File: src/rtl/vcmp_pkg.sv
package vcmp_pkg;

    // comparison codes
    localparam logic [2:0] CMP_EQ  = 3'b000;
    localparam logic [2:0] CMP_NE  = 3'b001;
    localparam logic [2:0] CMP_LT  = 3'b100;
    localparam logic [2:0] CMP_GE  = 3'b101;
    localparam logic [2:0] CMP_LTU = 3'b110;
    localparam logic [2:0] CMP_GEU = 3'b111;

    typedef enum logic [2:0] {
        ST_IDLE    = 3'd0,
        ST_MASK_RD = 3'd1,
        ST_ELEM_RD = 3'd2,
        ST_FLUSH   = 3'd3,
        ST_WRITE   = 3'd4
    } vcmp_state_e;

endpackage

File: src/rtl/vcmp_compare.sv
module vcmp_compare
    import vcmp_pkg::*;
#(
    parameter int DATA_W = 32
) (
    input  logic [2:0]        op_i,
    input  logic [DATA_W-1:0] lhs_i,
    input  logic [DATA_W-1:0] rhs_i,
    output logic              hit_o
);

    logic eq_w;
    logic slt_w;
    logic ult_w;

    assign eq_w  = (lhs_i == rhs_i);
    assign slt_w = ($signed(lhs_i) < $signed(rhs_i));
    assign ult_w = (lhs_i < rhs_i);

    always_comb begin
        unique case (op_i)
            CMP_EQ:  hit_o = eq_w;
            CMP_NE:  hit_o = !eq_w;
            CMP_LT:  hit_o = slt_w;
            CMP_GE:  hit_o = !slt_w;
            CMP_LTU: hit_o = ult_w;
            CMP_GEU: hit_o = !ult_w;
            default: hit_o = 1'b0;
        endcase
    end

endmodule

File: src/rtl/vcmp_elem_addr.sv
module vcmp_elem_addr #(
    parameter int REG_AW = 5,
    parameter int IDX_W  = 5
) (
    input  logic [REG_AW-1:0] base_i,
    input  logic              vec_i,
    input  logic [IDX_W-1:0]  idx_i,
    output logic [REG_AW-1:0] addr_o
);

    // register number wraps around the register file
    assign addr_o = vec_i ? (base_i + REG_AW'(idx_i)) : base_i;

endmodule

File: src/rtl/vcmp_mask_acc.sv
module vcmp_mask_acc #(
    parameter int DATA_W = 32,
    parameter int IDX_W  = 5
) (
    input  logic              clk,
    input  logic              rst_n,
    input  logic              load_en_i,
    input  logic [DATA_W-1:0] load_val_i,
    input  logic              set_en_i,
    input  logic [IDX_W-1:0]  set_idx_i,
    output logic [DATA_W-1:0] mask_o
);

    for (genvar g = 0; g < DATA_W; g++) begin : g_bit
        always_ff @(posedge clk or negedge rst_n) begin
            if (!rst_n) begin
                mask_o[g] <= 1'b0;
            end else if (load_en_i) begin
                mask_o[g] <= load_val_i[g];
            end else if (set_en_i && (set_idx_i == IDX_W'(g))) begin
                mask_o[g] <= 1'b1;
            end
        end
    end

endmodule

File: src/rtl/vcmp_mask_unit.sv
module vcmp_mask_unit
    import vcmp_pkg::*;
#(
    parameter int  DATA_W = 32,
    parameter int  REG_AW = 5,
    localparam int IDX_W  = $clog2(DATA_W),
    localparam int VL_W   = IDX_W + 1
) (
    input  logic              clk,
    input  logic              rst_n,
    input  logic              start_i,
    input  logic [REG_AW-1:0] src_a_base_i,
    input  logic              src_a_vec_i,
    input  logic [REG_AW-1:0] src_b_base_i,
    input  logic              src_b_vec_i,
    input  logic [2:0]        cmp_op_i,
    input  logic [VL_W-1:0]   vec_len_i,
    input  logic [REG_AW-1:0] mask_dst_i,
    output logic              rd_en_o,
    output logic [REG_AW-1:0] rd_a_addr_o,
    output logic [REG_AW-1:0] rd_b_addr_o,
    input  logic [DATA_W-1:0] rd_a_data_i,
    input  logic [DATA_W-1:0] rd_b_data_i,
    output logic              wr_en_o,
    output logic [REG_AW-1:0] wr_addr_o,
    output logic [DATA_W-1:0] wr_data_o,
    output logic              branch_o,
    output logic              busy_o
);

    localparam int          NSRC   = 2;
    localparam logic [VL_W-1:0] MAX_VL = VL_W'(DATA_W);

    vcmp_state_e state_q, state_d;

    logic [REG_AW-1:0] base_q [NSRC];
    logic              vec_q  [NSRC];
    logic [REG_AW-1:0] addr_w [NSRC];
    logic [REG_AW-1:0] dst_q;
    logic [2:0]        op_q;
    logic [VL_W-1:0]   vl_q;
    logic [IDX_W-1:0]  idx_q;
    logic              pend_mask_q;
    logic              pend_elem_q;
    logic [IDX_W-1:0]  pend_idx_q;
    logic              branch_q;

    logic              accept_w;
    logic              all_scalar_w;
    logic              launch_w;
    logic [VL_W-1:0]   vl_eff_w;
    logic              idx_last_w;
    logic              hit_w;
    logic [DATA_W-1:0] mask_w;

    assign accept_w     = start_i && (state_q == ST_IDLE);
    assign all_scalar_w = !src_a_vec_i && !src_b_vec_i;
    assign launch_w     = accept_w && !all_scalar_w;
    assign vl_eff_w     = (vec_len_i > MAX_VL) ? MAX_VL : vec_len_i;
    assign idx_last_w   = ({1'b0, idx_q} == (vl_q - VL_W'(1)));

    // state register
    always_ff @(posedge clk or negedge rst_n) begin
        if (!rst_n) begin
            state_q <= ST_IDLE;
        end else begin
            state_q <= state_d;
        end
    end

    // next-state logic
    always_comb begin
        state_d = state_q;
        unique case (state_q)
            ST_IDLE: begin
                if (launch_w) begin
                    state_d = ST_MASK_RD;
                end
            end
            ST_MASK_RD: begin
                state_d = (vl_q == '0) ? ST_FLUSH : ST_ELEM_RD;
            end
            ST_ELEM_RD: begin
                if (idx_last_w) begin
                    state_d = ST_FLUSH;
                end
            end
            ST_FLUSH: begin
                state_d = ST_WRITE;
            end
            ST_WRITE: begin
                state_d = ST_IDLE;
            end
            default: begin
                state_d = ST_IDLE;
            end
        endcase
    end

    // operand latch and element counter
    always_ff @(posedge clk or negedge rst_n) begin
        if (!rst_n) begin
            dst_q <= '0;
            op_q  <= '0;
            vl_q  <= '0;
            idx_q <= '0;
            for (int s = 0; s < NSRC; s++) begin
                base_q[s] <= '0;
                vec_q[s]  <= 1'b0;
            end
        end else if (launch_w) begin
            base_q[0] <= src_a_base_i;
            vec_q[0]  <= src_a_vec_i;
            base_q[1] <= src_b_base_i;
            vec_q[1]  <= src_b_vec_i;
            dst_q     <= mask_dst_i;
            op_q      <= cmp_op_i;
            vl_q      <= vl_eff_w;
            idx_q     <= '0;
        end else if (state_q == ST_ELEM_RD) begin
            idx_q <= idx_q + IDX_W'(1);
        end
    end

    // response tracking: which read is answered this cycle
    always_ff @(posedge clk or negedge rst_n) begin
        if (!rst_n) begin
            pend_mask_q <= 1'b0;
            pend_elem_q <= 1'b0;
            pend_idx_q  <= '0;
            branch_q    <= 1'b0;
        end else begin
            pend_mask_q <= (state_q == ST_MASK_RD);
            pend_elem_q <= (state_q == ST_ELEM_RD);
            pend_idx_q  <= idx_q;
            branch_q    <= accept_w && all_scalar_w;
        end
    end

    for (genvar s = 0; s < NSRC; s++) begin : g_src
        vcmp_elem_addr #(
            .REG_AW (REG_AW),
            .IDX_W  (IDX_W)
        ) u_addr (
            .base_i (base_q[s]),
            .vec_i  (vec_q[s]),
            .idx_i  (idx_q),
            .addr_o (addr_w[s])
        );
    end

    vcmp_compare #(
        .DATA_W (DATA_W)
    ) u_cmp (
        .op_i  (op_q),
        .lhs_i (rd_a_data_i),
        .rhs_i (rd_b_data_i),
        .hit_o (hit_w)
    );

    vcmp_mask_acc #(
        .DATA_W (DATA_W),
        .IDX_W  (IDX_W)
    ) u_acc (
        .clk        (clk),
        .rst_n      (rst_n),
        .load_en_i  (pend_mask_q),
        .load_val_i (rd_a_data_i),
        .set_en_i   (pend_elem_q && hit_w),
        .set_idx_i  (pend_idx_q),
        .mask_o     (mask_w)
    );

    // outputs
    always_comb begin
        rd_en_o     = 1'b0;
        rd_a_addr_o = addr_w[0];
        rd_b_addr_o = addr_w[1];
        wr_en_o     = 1'b0;
        busy_o      = 1'b1;
        unique case (state_q)
            ST_IDLE: begin
                busy_o = 1'b0;
            end
            ST_MASK_RD: begin
                rd_en_o     = 1'b1;
                rd_a_addr_o = dst_q;
            end
            ST_ELEM_RD: begin
                rd_en_o = 1'b1;
            end
            ST_FLUSH: begin
                rd_en_o = 1'b0;
            end
            ST_WRITE: begin
                wr_en_o = 1'b1;
            end
            default: begin
                busy_o = 1'b0;
            end
        endcase
    end

    assign wr_addr_o = dst_q;
    assign wr_data_o = mask_w;
    assign branch_o  = branch_q;

endmodule

File: config.mk
export PLATFORM = sky130hd
export DESIGN_NAME = vcmp_mask_unit
export DESIGN_NICKNAME = d
export VERILOG_FILES = /design/src/rtl/vcmp_pkg.sv /design/src/rtl/vcmp_compare.sv /design/src/rtl/vcmp_elem_addr.sv /design/src/rtl/vcmp_mask_acc.sv /design/src/rtl/vcmp_mask_unit.sv
export SDC_FILE = /design/constraint.sdc
export NUM_CORES = 1
export LEC_CHECK = 0
export BUFFER_PORTS_ARGS = -buffer_cell sky130_fd_sc_hd__buf_2
export CORE_MARGIN = 10
export CORE_UTILIZATION = 25
export DETAILED_ROUTE_END_ITERATION = 16
export SLEW_MARGIN = 20
export SYNTH_ARGS = -nofsm -noshare
export SYNTH_HDL_FRONTEND = slang
export SYNTH_HIERARCHICAL = 1
export SYNTH_SLANG_ARGS = --single-unit
File: constraint.sdc
create_clock -name clk -period 2 [get_ports clk]
set_input_delay 0.2 -clock clk [delete_from_list [all_inputs] [get_ports clk]]
set_output_delay 0.2 -clock clk [all_outputs]
set_load 0.02 [all_outputs]
==> flow_metrics.env <==
export IMPL_yosysMostFrequentCell="nand2_1"
export IMPL_crit_arrival_ns=2.27
export IMPL_ys_flop_type="dfrtp_1"
export IMPL_crit_chain="ha_4 > inv_2 > fa_2 > and2b_2 > o2111ai_2 > o311ai_2 > o311ai_1 > mux2_4 > buf_6"
export IMPL_viasPerCell=4.52
export IMPL_hold_path_end="wr_addr_o[3]$_DFFE_PN0P_"
export IMPL_pwr_share_clk_pct=16.4
export IMPL_min_period_ns=2.47
export IMPL_dpl_cell_count=903
export IMPL_syn2layout_area_growth_pct=57.4
export IMPL_io_pins=144
export IMPL_rr_worst_depth=8
export IMPL_r2r_slack_ns=-0.05
export IMPL_dieHeight_um=157
export IMPL_clockBufferDepth=2
export IMPL_synthArstFlopShare_pct=100
export IMPL_relSlewSlack_pct=62.0
export IMPL_drtIter0Drc=162
export IMPL_slowest_delay_ns=0.40
export IMPL_drc=0
export IMPL_comb_power_share_pct=56.7
export IMPL_clk_pin_slew_ns=0.06
export IMPL_gp_congestion=0.823
export IMPL_pwr_density_cell_nw_per_um2=1410
export IMPL_cp_top_family="adder cells"
export IMPL_slew_viol_final=0
export IMPL_fmax_mhz=405
export IMPL_stdcell_count=938
export IMPL_core_um2=18600
export IMPL_port_buffers=143
export IMPL_violations="setup timing"
export IMPL_whs_path_depth=3
export IMPL_start_util_pct=25.2
export IMPL_place_hpwl_um=11500
export IMPL_wl_per_cell_um=16.2
export IMPL_clock_latency_ns=0.34
export IMPL_clock_skew_ns=0.00758
export IMPL_synth_nets=622
export IMPL_post_route_period_util_pct=124
export IMPL_synth_area_per_cell_um2=9.66
export IMPL_fin_util_pct=39.7
export IMPL_ys_seq_elements=74
export IMPL_drv_cap=0
export IMPL_yosys_top_cells_area="dfrtp_1 40%, ha_1 11%, mux2i_1 7.0%"
export IMPL_ant_nets=0
export IMPL_cp_max_fo=3
export IMPL_slowest_stage="dfrtp_2"
export IMPL_synth_edf_count=0
export IMPL_finalHoldViolCount=0
export IMPL_hp_class="input pin to flip-flop"
export IMPL_setup_slack_ns=-0.470
export IMPL_setup_viol=40
export IMPL_required_ns=1.80
export IMPL_p_sw_w=0.00434
export IMPL_overflow=0
export IMPL_status="finished, violations left"
export IMPL_synth_common_cells="80 x nand2_1, 74 x dfrtp_1, 46 x inv_1"
export IMPL_antennaDiodeCount=0
export IMPL_cts_tree="yes"
export IMPL_synthCells=485
export IMPL_critPathBufInv=2
export IMPL_synth_area_um2=4690
export IMPL_netlist_top_cell_by_area="dfrtp_1"
export IMPL_holdCritStartpoint="mask_dst_i[3]"
export IMPL_cp_num_cells=9
export IMPL_tightest_slew_ns=0.568
export IMPL_worstSetupStartpointType="flip-flop"
export IMPL_grtUsageTotal_pct=12.1
export IMPL_synthDominantCellAreaShare_pct=39.5
export IMPL_rows=50
export IMPL_power_leakage_nw=3.43
export IMPL_drive_gt1_share_pct=50.0
export IMPL_h_tree_depth=3
export IMPL_grt_pass1_vias=4491
export IMPL_grt_max_degree=43
export IMPL_r2r_start="op_q[1]$_DFFE_PN0P_"
export IMPL_nets=836
export IMPL_grt_setup_unrepaired="true"
export IMPL_die_area_um2=24600
export IMPL_die_x_um=157
export IMPL_critical_path_class="flip-flop to output pin"
export IMPL_swShare_pct=41.6
export IMPL_synthDistinctLibCells=58
export IMPL_crit_start="idx_q[0]$_DFFE_PN0P_"
export IMPL_antenna_found_initial=0
export IMPL_p_int_w=0.00609
export IMPL_cp_end_kind="output pin"
export IMPL_cts_num_sinks=74
export IMPL_yosys_warnings=6
export IMPL_cts_root_buf="clkbuf_16"
export IMPL_drt_pass1_iterations=4
export IMPL_grt_pass1_wl_um=23700
export IMPL_ys_seq_area_share_pct=39.5
export IMPL_cts_buffers_inserted=9
export IMPL_ir_worst_vdd_uv=1060
export IMPL_reg2reg_to="u_acc/mask_o[20]$_DFFE_PN0P_"
export IMPL_dr_total_vias=4241
export IMPL_routed_wl_um=15200
export IMPL_sequentialPowerShare_pct=26.9
==> flip-flops by register name, indices dropped and copies added (netlist names) <==
register,flops
u_acc/mask_o,32
base_q,10
vl_q,6
idx_q,5
pend_idx_q,5
wr_addr_o,5
op_q,3
state_q,3
vec_q,2
branch_o,1
pend_elem_q,1
pend_mask_q,1
==> stage by stage <==
stage	instance area, µm²	power [W]	setup slack, ns	setup TNS (ns)	hold slack [ns]
2_1_floorplan	4930	0.00609	-0.285	-6.04	-0.0956
3_3_place_gp	6300	0.00787	-0.686	-17.96	0.195
3_5_place_dp	6300	0.00792	-0.726	-18.95	0.197
4_1_cts	7110	0.0103	-0.497	-6.92	0.0279
5_1_grt	7380	0.0113	-0.597	-11.86	0.0455
6_report	7380	0.0104	-0.470	-8.60	0.0477
==> cells in the final DEF, fill, tap and decap left out, types with 4 or more instances in the layout <==
cell / count
a21oi_1: 8
a21oi_2: 8
buf_2: 109
buf_4: 70
buf_6: 33
buf_8: 4
clkbuf_16: 9
dfrtp_1: 68
dfrtp_2: 6
ha_1: 18
ha_4: 23
inv_1: 24
inv_2: 15
inv_4: 5
mux2_2: 4
mux2_4: 7
mux2i_1: 33
nand2_1: 78
nand3_1: 5
nand3b_1: 8
nand4_1: 12
nor2_1: 13
nor3b_1: 4
o21ai_0: 4
o21ai_1: 22
o21ai_2: 13
or2_2: 4
xnor2_1: 10
xor2_1: 7
==> power by group through the flow <==
stage               logic (W)  registers, W  clock network [W]
global placement      0.00507       0.00280                  0
floorplan             0.00295       0.00313                  0
finish                0.00591       0.00280            0.00171
detailed placement    0.00512       0.00281                  0
global route          0.00650       0.00292            0.00183
CTS                   0.00570       0.00280            0.00177
==> layer usage <==
metal / part of all wire [%] / track usage [%] / vias up
li1: - / - / 2145
met1: 44 / 14.8 / 1971
met2: 48 / 20.3 / 113
met3: 6.5 / 3.79 / 12
met4: 1.2 / 2.88 / 0
met5: 0 / 0 / -
==> worst min-delay path, delay by kind of cell <==
| family | cells | cell delay (ns) |
|---|---|---|
| buf+inv | 1 | 0.07 |
| simple gates | 2 | 0.08 |
==> timing repair <==
item                                    4_1_cts  5_1_grt
endpoints found under the setup margin       41       43
hold endpoints to repair                     32        0
gates resized for setup                      93       52
hold buffers                                  1        0
setup buffers                                11        8
pin swaps                                    21       25
==> worst max-delay path by stage <==
stage,endpoint,slack (ns)
2_1_floorplan,u_acc/mask_o[3]$_DFFE_PN0P_,-0.29
6_report,rd_a_addr_o[4],-0.47
4_1_cts,rd_a_addr_o[4],-0.50
3_5_place_dp,u_acc/mask_o[2]$_DFFE_PN0P_,-0.73
3_3_place_gp,u_acc/mask_o[3]$_DFFE_PN0P_,-0.69
5_1_grt,rd_a_addr_o[4],-0.60
==> cells by family (layout without fill, tap and decap cells) <==
family,after synthesis,in the layout,share of synthesized area (%)
fa+ha+maj,44,44,12.1
xor+xnor,18,18,3.36
mux,44,44,9.85
compound gates,85,85,11.3
buf+inv,61,280,5.42
simple gates,159,159,18.5
flops,74,74,39.5
==> cell type report <==
cell class / instances / area [µm²]
fillers: 1797 / 11200
inverters: 46 / 203
multi-input cells: 350 / 3180
clock buffers: 11 / 233
flip-flops and latches: 74 / 1860
well taps: 234 / 293
repair buffers: 218 / 1530
clock inverters: 5 / 78.8
(Power assumes the default switching activity.)
